[config.mk]
export PLATFORM = sky130hd
export DESIGN_NAME = dmac_regfile
export DESIGN_NICKNAME = d
export VERILOG_FILES = /design/src/rtl/dmac_reg_pkg.sv /design/src/rtl/dmac_chan_bank.sv /design/src/rtl/dmac_irq_agg.sv /design/src/rtl/dmac_regfile.sv
export SDC_FILE = /design/constraint.sdc
export NUM_CORES = 2
export LEC_CHECK = 0
export ABC_AREA = 1
export ABC_CLOCK_PERIOD_IN_PS = 2650
export BUFFER_PORTS_ARGS = -buffer_cell sky130_fd_sc_hd__buf_4
export CAP_MARGIN = 0
export CORE_AREA = 2 2 568 570
export CTS_CLUSTER_DIAMETER = 150
export DETAILED_ROUTE_END_ITERATION = 12
export DIE_AREA = 0 0 570 572
export GPL_ROUTABILITY_DRIVEN = 0
export PLACE_DENSITY_LB_ADDON = 0.2
export SLEW_MARGIN = 20
export SYNTH_ARGS = -nofsm -noshare
export SYNTH_HDL_FRONTEND = slang
export SYNTH_SLANG_ARGS = --single-unit
[constraint.sdc]
create_clock -name clk -period 2.65 [get_ports clk]
set_clock_uncertainty 0.2 [all_clocks]
set_input_delay 0.265 -clock clk [delete_from_list [all_inputs] [get_ports clk]]
set_output_delay 0.265 -clock clk [all_outputs]
set_load 0.02 [all_outputs]
[src/rtl/dmac_reg_pkg.sv]
package dmac_reg_pkg;

    localparam int DW = 32;
    localparam int AW = 12;

    // global word indices (offset bits 7:2)
    localparam logic [5:0] GW_ANY     = 6'd0;
    localparam logic [5:0] GW_TC      = 6'd1;
    localparam logic [5:0] GW_TC_CLR  = 6'd2;
    localparam logic [5:0] GW_ERR     = 6'd3;
    localparam logic [5:0] GW_ERR_CLR = 6'd4;
    localparam logic [5:0] GW_RAW_TC  = 6'd5;
    localparam logic [5:0] GW_RAW_ERR = 6'd6;
    localparam logic [5:0] GW_ENABLED = 6'd7;
    localparam logic [5:0] GW_CONF    = 6'd12;
    localparam logic [5:0] GW_SYNC    = 6'd13;

    // channel word indices (offset bits 4:2)
    localparam logic [2:0] CW_SRC = 3'd0;
    localparam logic [2:0] CW_DST = 3'd1;
    localparam logic [2:0] CW_LLI = 3'd2;
    localparam logic [2:0] CW_CTL = 3'd3;
    localparam logic [2:0] CW_CFG = 3'd4;

    localparam int CFG_EN_BIT     = 0;
    localparam int CFG_ERRMSK_BIT = 14;
    localparam int CFG_TCMSK_BIT  = 15;

    typedef enum logic [1:0] {
        AREA_GLOBAL,
        AREA_CHAN,
        AREA_ID,
        AREA_NONE
    } area_e;

    typedef struct packed {
        logic [DW-1:0] src;
        logic [DW-1:0] dst;
        logic [DW-1:0] lli;
        logic [DW-1:0] ctl;
        logic [DW-1:0] cfg;
    } chan_regs_t;

    function automatic area_e area_of(input logic [AW-1:0] a);
        if (a[11:8] == 4'h0)       return AREA_GLOBAL;
        else if (a[11:8] == 4'h1)  return AREA_CHAN;
        else if (a[11:5] == 7'h7F) return AREA_ID;
        else                       return AREA_NONE;
    endfunction

    function automatic logic [7:0] id_byte(input logic [2:0] idx, input logic wide);
        case (idx)
            3'd0:    return wide ? 8'h80 : 8'h81;
            3'd1:    return 8'h10;
            3'd2:    return 8'h04;
            3'd3:    return 8'h0A;
            3'd4:    return 8'h0D;
            3'd5:    return 8'hF0;
            3'd6:    return 8'h05;
            default: return 8'hB1;
        endcase
    endfunction

endpackage

[src/rtl/dmac_chan_bank.sv]
module dmac_chan_bank
    import dmac_reg_pkg::*;
#(
    parameter int NCH = 8
) (
    input  logic                   clk,
    input  logic                   rst,
    input  logic                   wr_en,
    input  logic [2:0]             idx,
    input  logic [2:0]             cword,
    input  logic [DW-1:0]          wdata,
    output chan_regs_t [NCH-1:0]   regs
);

    localparam logic [3:0] NCH_W = 4'(NCH);

    chan_regs_t [NCH-1:0] bank_q;

    always_ff @(posedge clk) begin
        if (rst) begin
            bank_q <= '0;
        end else if (wr_en) begin
            for (int c = 0; c < NCH; c++) begin
                if (idx == 3'(c)) begin
                    case (cword)
                        CW_SRC:  bank_q[c].src <= wdata;
                        CW_DST:  bank_q[c].dst <= wdata;
                        CW_LLI:  bank_q[c].lli <= wdata;
                        CW_CTL:  bank_q[c].ctl <= wdata;
                        CW_CFG:  bank_q[c].cfg <= wdata;
                        default: ;
                    endcase
                end
            end
        end
    end

    assign regs = bank_q;

    // writes to an unimplemented channel leave the whole bank unchanged
    a_r3_bad_index_ignored: assert property (@(posedge clk) disable iff (rst)
        (wr_en && ({1'b0, idx} >= NCH_W)) |=> $stable(bank_q));

    // a spare word slot never changes the bank
    a_r2_spare_word_ignored: assert property (@(posedge clk) disable iff (rst)
        (wr_en && (cword > CW_CFG)) |=> $stable(bank_q));

endmodule

[src/rtl/dmac_irq_agg.sv]
module dmac_irq_agg #(
    parameter int NCH = 8
) (
    input  logic           clk,
    input  logic           rst,
    input  logic [NCH-1:0] tc_set,
    input  logic [NCH-1:0] err_set,
    input  logic           tc_clr_en,
    input  logic           err_clr_en,
    input  logic [NCH-1:0] clr_val,
    input  logic [NCH-1:0] tc_mask,
    input  logic [NCH-1:0] err_mask,
    output logic [NCH-1:0] tc_raw,
    output logic [NCH-1:0] err_raw,
    output logic [NCH-1:0] tc_masked,
    output logic [NCH-1:0] err_masked,
    output logic           irq_tc,
    output logic           irq_err,
    output logic           irq_any
);

    logic [NCH-1:0] tc_clr_bits;
    logic [NCH-1:0] err_clr_bits;

    assign tc_clr_bits  = tc_clr_en  ? clr_val : '0;
    assign err_clr_bits = err_clr_en ? clr_val : '0;

    // set wins over a clear of the same bit in the same cycle
    always_ff @(posedge clk) begin
        if (rst) begin
            tc_raw  <= '0;
            err_raw <= '0;
        end else begin
            tc_raw  <= (tc_raw  & ~tc_clr_bits)  | tc_set;
            err_raw <= (err_raw & ~err_clr_bits) | err_set;
        end
    end

    assign tc_masked  = tc_raw  & tc_mask;
    assign err_masked = err_raw & err_mask;
    assign irq_tc     = |tc_masked;
    assign irq_err    = |err_masked;
    assign irq_any    = irq_tc | irq_err;

    // reset empties both flag sets
    a_r1_reset_clears: assert property (@(posedge clk)
        rst |=> (tc_raw == '0 && err_raw == '0));

    // a set pulse always lands, even against a clear
    a_r4_set_lands: assert property (@(posedge clk) disable iff (rst)
        (|tc_set) |=> ((tc_raw & $past(tc_set)) == $past(tc_set)));

    // cleared bits without a competing set are gone next cycle
    a_r5_clear_takes: assert property (@(posedge clk) disable iff (rst)
        err_clr_en |=> ((err_raw & $past(clr_val & ~err_set)) == '0));

    // no raw flag appears without its set pulse
    a_r4_no_spurious: assert property (@(posedge clk) disable iff (rst)
        1'b1 |=> ((tc_raw & ~$past(tc_raw) & ~$past(tc_set)) == '0));

endmodule

[src/rtl/dmac_regfile.sv]
module dmac_regfile
    import dmac_reg_pkg::*;
#(
    parameter int NCH = 8
) (
    input  logic              clk,
    input  logic              rst,
    input  logic              bus_sel,
    input  logic              bus_wr,
    input  logic [11:0]       bus_addr,
    input  logic [31:0]       bus_wdata,
    output logic [31:0]       bus_rdata,
    input  logic [NCH-1:0]    tc_set,
    input  logic [NCH-1:0]    err_set,
    output logic [32*NCH-1:0] ch_src_o,
    output logic [32*NCH-1:0] ch_dst_o,
    output logic [32*NCH-1:0] ch_lli_o,
    output logic [32*NCH-1:0] ch_ctl_o,
    output logic [32*NCH-1:0] ch_cfg_o,
    output logic [31:0]       glob_cfg_o,
    output logic [31:0]       glob_sync_o,
    output logic              irq_tc,
    output logic              irq_err,
    output logic              irq_any
);

    localparam logic [3:0] NCH_W = 4'(NCH);
    localparam logic       WIDE  = (NCH == 8);

    area_e                area;
    logic [5:0]           gword;
    logic [2:0]           ch_idx;
    logic [2:0]           cword;
    logic                 wr_acc;
    logic                 rd_acc;
    logic                 addr_lo_unused;

    chan_regs_t [NCH-1:0] bank;
    logic [NCH-1:0]       tc_mask, err_mask, ena_map;
    logic [NCH-1:0]       tc_raw, err_raw, tc_masked, err_masked;
    logic [31:0]          conf_q, sync_q;
    logic [31:0]          rd_mux;
    chan_regs_t           sel_ch;

    assign area           = area_of(bus_addr);
    assign gword          = bus_addr[7:2];
    assign ch_idx         = bus_addr[7:5];
    assign cword          = bus_addr[4:2];
    assign wr_acc         = bus_sel && bus_wr;
    assign rd_acc         = bus_sel && !bus_wr;
    assign addr_lo_unused = ^bus_addr[1:0];

    dmac_chan_bank #(.NCH(NCH)) u_bank (
        .clk   (clk),
        .rst   (rst),
        .wr_en (wr_acc && area == AREA_CHAN),
        .idx   (ch_idx),
        .cword (cword),
        .wdata (bus_wdata),
        .regs  (bank)
    );

    for (genvar c = 0; c < NCH; c++) begin : g_ch
        assign tc_mask[c]            = bank[c].cfg[CFG_TCMSK_BIT];
        assign err_mask[c]           = bank[c].cfg[CFG_ERRMSK_BIT];
        assign ena_map[c]            = bank[c].cfg[CFG_EN_BIT];
        assign ch_src_o[32*c +: 32]  = bank[c].src;
        assign ch_dst_o[32*c +: 32]  = bank[c].dst;
        assign ch_lli_o[32*c +: 32]  = bank[c].lli;
        assign ch_ctl_o[32*c +: 32]  = bank[c].ctl;
        assign ch_cfg_o[32*c +: 32]  = bank[c].cfg;
    end

    dmac_irq_agg #(.NCH(NCH)) u_irq (
        .clk        (clk),
        .rst        (rst),
        .tc_set     (tc_set),
        .err_set    (err_set),
        .tc_clr_en  (wr_acc && area == AREA_GLOBAL && gword == GW_TC_CLR),
        .err_clr_en (wr_acc && area == AREA_GLOBAL && gword == GW_ERR_CLR),
        .clr_val    (bus_wdata[NCH-1:0]),
        .tc_mask    (tc_mask),
        .err_mask   (err_mask),
        .tc_raw     (tc_raw),
        .err_raw    (err_raw),
        .tc_masked  (tc_masked),
        .err_masked (err_masked),
        .irq_tc     (irq_tc),
        .irq_err    (irq_err),
        .irq_any    (irq_any)
    );

    // global configuration and sync words
    always_ff @(posedge clk) begin
        if (rst) begin
            conf_q <= '0;
            sync_q <= '0;
        end else if (wr_acc && area == AREA_GLOBAL) begin
            if (gword == GW_CONF) conf_q <= bus_wdata;
            if (gword == GW_SYNC) sync_q <= bus_wdata;
        end
    end

    assign glob_cfg_o  = conf_q;
    assign glob_sync_o = sync_q;

    // read selection
    always_comb begin
        sel_ch = '0;
        for (int c = 0; c < NCH; c++) begin
            if (ch_idx == 3'(c)) sel_ch = bank[c];
        end
    end

    always_comb begin
        rd_mux = '0;
        case (area)
            AREA_GLOBAL: begin
                case (gword)
                    GW_ANY:     rd_mux[NCH-1:0] = tc_masked | err_masked;
                    GW_TC:      rd_mux[NCH-1:0] = tc_masked;
                    GW_ERR:     rd_mux[NCH-1:0] = err_masked;
                    GW_RAW_TC:  rd_mux[NCH-1:0] = tc_raw;
                    GW_RAW_ERR: rd_mux[NCH-1:0] = err_raw;
                    GW_ENABLED: rd_mux[NCH-1:0] = ena_map;
                    GW_CONF:    rd_mux = conf_q;
                    GW_SYNC:    rd_mux = sync_q;
                    default:    rd_mux = '0;
                endcase
            end
            AREA_CHAN: begin
                if ({1'b0, ch_idx} < NCH_W) begin
                    case (cword)
                        CW_SRC:  rd_mux = sel_ch.src;
                        CW_DST:  rd_mux = sel_ch.dst;
                        CW_LLI:  rd_mux = sel_ch.lli;
                        CW_CTL:  rd_mux = sel_ch.ctl;
                        CW_CFG:  rd_mux = sel_ch.cfg;
                        default: rd_mux = '0;
                    endcase
                end
            end
            AREA_ID:  rd_mux[7:0] = id_byte(bus_addr[4:2], WIDE);
            default:  rd_mux = '0;
        endcase
    end

    always_ff @(posedge clk) begin
        if (rst)         bus_rdata <= '0;
        else if (rd_acc) bus_rdata <= rd_mux;
    end

    // read data only moves on a read strobe
    a_r12_rdata_holds: assert property (@(posedge clk) disable iff (rst)
        !rd_acc |=> $stable(bus_rdata));

    // configuration word only changes through its own write
    a_r9_conf_write_only: assert property (@(posedge clk) disable iff (rst)
        !(wr_acc && area == AREA_GLOBAL && gword == GW_CONF) |=> $stable(conf_q));

endmodule

Word-level counts from Yosys, hierarchy flattened
Cells that the tools add are included.
{"block": "op_classes", "addsub": 0, "multipliers": 0, "n_div": 0, "order_cmp": 0, "n_eq_ne": 26, "shifts": 0, "mux": 19, "bitwise_logic": 10, "n_reduce_logical": 56}
{"operator": "$mux W160", "n": 8}
{"operator": "$pmux W32 S5", "n": 1}
{"operator": "$reduce_and A3 Y1", "n": 40}
{"operator": "$pmux W24 S2", "n": 2}
{"operator": "$pmux W8 S8", "n": 1}
{"operator": "$pmux W8 S7", "n": 1}
{"operator": "$and A8 B8 Y8", "n": 4}
{"operator": "$eq A6 B3 Y1 const B", "n": 4}
{"operator": "$or A8 B8 Y8", "n": 3}
{"operator": "$pmux W8 S3", "n": 1}
{"operator": "$eq A3 B3 Y1 const B", "n": 7}
{"operator": "$mux W8", "n": 2}
{"operator": "$not A8 Y8", "n": 2}
{"operator": "$reduce_or A8 Y1", "n": 2}
{"operator": "$eq A3 B2 Y1 const B", "n": 4}
{"operator": "$eq A6 B2 Y1 const B", "n": 2}
{"operator": "$eq A6 B4 Y1 const B", "n": 2}
{"operator": "$eq A7 B7 Y1 const B", "n": 1}
{"operator": "$eq A3 B1 Y1 const B", "n": 2}
{"operator": "$eq A6 B1 Y1 const B", "n": 1}
{"operator": "$logic_and A1 B1 Y1", "n": 6}
{"operator": "$logic_not A3 Y1", "n": 2}
{"operator": "$logic_not A6 Y1", "n": 1}
{"operator": "$eq A4 B1 Y1 const B", "n": 1}
{"operator": "other kinds (9)", "n": 11}
{"block": "word_totals", "regBits": 1392, "latchBits": 0, "mem_bits_rw": 0, "mem_bits_ro": 0, "inputBits": 64, "out_inout_bits": 1379, "wordCells": 156, "n_memories": 0}

Longest topological paths before layout
{"block": "logic_depth", "word_depth": 11, "mapped_depth": 18, "ltp_nobuf": 16}

Modules after synthesis
Synthesis repeated with hierarchy kept, for this count alone.
{"block": "unflattened", "cells_unflattened": 10458, "area_unflattened_um2": 65920.7}
{"module": "dmac_chan_bank", "instances": 1, "cells_each": 7187, "area_per_inst_um2": 49852.8, "seq_area_each_um2": 25624.6}
{"module": "dmac_regfile", "instances": 1, "cells_each": 3138, "area_per_inst_um2": 15230.9, "seq_area_each_um2": 1921.8}
{"module": "dmac_irq_agg", "instances": 1, "cells_each": 133, "area_per_inst_um2": 837.1, "seq_area_each_um2": 320.3}

Worst setup path before layout
OpenSTA, ideal clock, no wires.
{"block": "synth_timing", "path_kind": "input to register", "start": "input port bus_addr[5]", "end": "register bus_rdata[18]", "setup_time_ns": 0.119, "t_arrival_ns": 1.702, "required_time_ns": 2.331, "setup_slack_ns": 0.628, "cell_stages": 14, "path_buffers": 4, "cell_sequence": "buf_4 inv_2 buf_4 nand3_2 inv_1 buf_2 clkbuf_1 a21oi_1 o21ai_0 nand2_1 nor2_1 nand3_1 nand2_1 a21oi_1"}
{"block": "synth_via", "elab_chain_cells": 11, "word_cells_on_any_way": 27, "cone_classes": "eq/ne: 11; mux: 14; reduce/logical: 2"}
{"element": "start, declared", "line_no": "dmac_regfile.sv:10", "text": "input logic [11:0] bus_addr,"}
{"element": "$logic_not A3 Y1", "line_no": "dmac_regfile.sv:111", "text": "if (ch_idx == 3'(c)) sel_ch = bank[c];"}
{"element": "$mux W160 (8 in series)", "line_no": "dmac_regfile.sv:111"}
{"element": "$pmux W32 S5", "line_no": "dmac_regfile.sv:133", "text": "case (cword)"}
{"element": "$pmux W24 S2 (*)", "line_no": "dmac_regfile.sv:117", "text": "case (area)"}
{"element": "end signal, assigned", "line_no": "dmac_regfile.sv:150", "text": "else if (rd_acc) bus_rdata <= rd_mux;"}
{"element": "end, declared", "line_no": "dmac_regfile.sv:12", "text": "output logic [31:0] bus_rdata,"}
Mark *: on every way between the ends. The rest lies on a longest branch, timed or not.
A chain may end at the register's enable or synchronous reset.

Worst setup path in the final report
{"block": "layout_timing", "start": "input port bus_addr[4]", "end": "register bus_rdata[18]"}
{"block": "layout_via", "elab_chain_cells": 3, "word_cells_on_any_way": 10, "cone_classes": "eq/ne: 6; mux: 3; reduce/logical: 1"}
{"element": "$eq A3 B3 Y1, or another cell as far along", "line_no": "dmac_regfile.sv:133"}
{"element": "$pmux W32 S5 or $pmux W24 S2 (tied branches)", "line_no": "dmac_regfile.sv:133, dmac_regfile.sv:119"}
{"element": "$pmux W24 S2 (*)", "line_no": "dmac_regfile.sv:117"}
Marks and branches as above.

==> results.cfg <==
[pwr]
ir_drop_v = 0.000454
p_leak_nw = 40.6
p_per_area_mw_per_mm2 = 553

[route]
via_per_inst = 4.91
drt_iter0_drc = 8801
drcViolationCount = 0
first_pass_iters = 6
num_vias = 72500
wirelength_um = 494000
wl_per_cell_um = 33.5
ant_nets = 0

[floorplan]
core-area_mm2 = 0.320
initial_utilization_pct = 18.5
pin_count = 1443
die_y_um = 572
dieWidth_um = 570
die-area_mm2 = 0.326
rows = 208

[timing]
min_period_ns = 2.68
hold_viol_final = 0
finalCritPeriodShare_pct = 101
relSlewSlack_pct = 22.6
max_freq_mhz = 373
setup_slack_ns = -0.0297
setup_violations = 3
rsz0062_at_grt = true
tightest_slew_ns = 1.16
drv_slew = 0

[worst_setup_path]
r2r_slack_ns = -0.03
end_kind = flop
critPathCapture = bus_rdata[18]
critPathArrivalTime_ns = 3.20
startpoint_type = primary input
criticalPathCategory = primary input to flop
reg2reg_depth = 11
crit_required_ns = 3.17
r2r-end = bus_rdata[13]
crit_path_start = bus_addr[4]
crit_path_max_fanout = 18
r2r_start = u_bank.regs[269]

[outcome]
status = complete, but fails checks
violations = negative setup slack

[final_layout]
drive_gt1_share_pct = 25.9
layout.nets = 10500
area_delta_synth_final_pct = 49.7
nFillCells = 35100
fin_cells = 14800
fin_util_pct = 27.8

[clock_network]
cts_max_level = 4
cts_tree = built
cts_made_buffers = 175
clock_path_buffers = 4
insertion_delay_ns = 0.86
root_buffer = clkbuf_16
cts.sinks = 1392
clk_pin_slew_ns = 0.06

[min_path]
holdPathStages = 4
hp-class = primary input to flop

[synthesis]
netlist_area_mm2 = 0.0593
avgSynthCellArea_um2 = 6.89
synth.most_common_cell = nor2_1
syn-num-nets = 8670
synth_top_area_share_pct = 47.0
synth_enable_flop_cells = 0
synth_cell_type_count = 36
syn_inst = 8606
synth_flop_cell = dfxtp_1
synth_common_cells = nor2_1 (1931), o21ai_0 (1434), dfxtp_1 (1392), nand2_1 (1338), a21oi_1 (850)
ys_seq_area_share_pct = 47.0
synthTopCellsByArea = dfxtp_1 (47%), nor2_1 (12%), o21ai_0 (12%)
postSynth.asyncResetShare_pct = 0
synth_area_leader_cell = dfxtp_1
yosysWarnings = 0
ys_ff_latch = 1392

[place]
hpwlAfterDp_um = 384000
placed_cells = 14400
port_buffers = 1440

[grt]
grt_usage_pct = 28.9
grt_max_degree = 127
grt_pass1_wl_um = 639000
grt_overflow = 0
grt_pass1_vias = 68100
antenna_found_initial = 36

[flow_run]
maxCapViolations = 0
-- routing by layer --
| metal | vias to the layer above | wire [um] | GRT usage [%] |
|---|---|---|---|
| met5 | - | 55 | 0 |
| met4 | 8 | 43700 | 21.8 |
| met3 | 961 | 44000 | 6.75 |
| met2 | 4494 | 224000 | 46.9 |
| met1 | 35300 | 183000 | 33.1 |
| li1 | 31700 | - | - |
-- where the power goes --
group          switching (mW)  total (mW)  internal [mW]
registers              0.0640        21.0           21.0
logic                    2.51        3.48          0.969
clock network            10.3        24.6           14.2
-- through the flow --
step                instance area [um2]  hold WS (ns)    TNS [ns]  worst slack, ns  total power, mW
global placement                  82000         0.255      -89.43            -1.28             24.8
detailed placement                82100         0.255      -89.04            -1.24             24.8
floorplan                         59300         0.199           0            0.628             22.7
finish                            88800        0.0767     -0.0616          -0.0297             49.1
CTS                               88600       0.00160     -0.0334          -0.0192             49.3
global route                      88800        0.0665  -0.0000520       -0.0000520             50.2
-- area by class of cell --
| cell class | instances | area, um2 | share of cell area, % |
|---|---|---|---|
| Antenna cell | 16 | 40.0 | 0.0451 |
| Clock buffer | 269 | 5340 | 6.01 |
| Clock inverter | 38 | 375 | 0.423 |
| Inverter | 402 | 1540 | 1.73 |
| Multi-Input combinational cell | 6074 | 27300 | 30.7 |
| Sequential cell | 1392 | 27900 | 31.4 |
| Tap cell | 4200 | 5260 | 5.92 |
| Timing Repair Buffer | 2378 | 21100 | 23.8 |
-- flip-flops by register name (all words and copies together) (netlist names) --
| signal | count |
|---|---|
| glob_cfg_o | 32 |
| bus_rdata | 32 |
| u_irq.tc_raw | 8 |
| glob_sync_o | 32 |
| u_irq.err_raw | 8 |
| u_bank.regs | 1280 |
-- critical path, stage by stage --
cell	delay [ns]
dlygate4sd3_1	0.59
buf_4	0.22
inv_2	0.09
nand2_2	0.11
buf_12	0.15
inv_1	0.18
nand2_2	0.25
buf_12	0.20
a21oi_1	0.08
o21ai_1	0.16
nand2_1	0.16
nor2_2	0.27
buf_4	0.21
nand3_1	0.08
nand2_1	0.07
a21oi_1	0.07
-- timing repair --
action,in CTS,in global routing
pin swaps,3,4
resized for setup,29,21
setup endpoints to repair,12,26
cloned,0,0
hold endpoints to repair,1147,0
buffers inserted,2,1
hold buffers,79,0
-- layout by cell type (no fill, tap or decap), types with 50 or more instances in the layout --
master / synthesis / layout
o21ai_1: 73 / 82
dfxtp_1: 1392 / 1391
o21ai_0: 1434 / 1422
nor2_1: 1931 / 1906
nor2_4: 5 / 52
inv_1: 367 / 360
nand2_1: 1338 / 1325
a21oi_1: 850 / 840
clkbuf_16: 0 / 180
buf_4: 23 / 2050
dlygate4sd3_1: 0 / 79
nand4_1: 93 / 93
nand3_1: 189 / 186
buf_12: 0 / 245
clkbuf_8: 0 / 50
-- worst min-delay path by stage --
stage | slack [ns] | startpoint | to
after global placement | 0.25 | u_bank.regs[521] | u_bank.regs[521]
final | 0.08 | bus_wdata[6] | u_bank.regs[1158]
after floorplan | 0.20 | err_set[0] | u_irq.err_raw[0]
after global routing | 0.07 | bus_wdata[5] | u_bank.regs[517]
after detailed placement | 0.26 | u_bank.regs[521] | u_bank.regs[521]
after CTS | 0.002 | bus_wdata[5] | u_bank.regs[517]
-- cells by family after synthesis --
family	synth area share (%)
simple gates	24.3
compound gates	20.9
flops	47.0
buf+inv	7.86
Note: power is estimated with default switching activity, not from simulation.
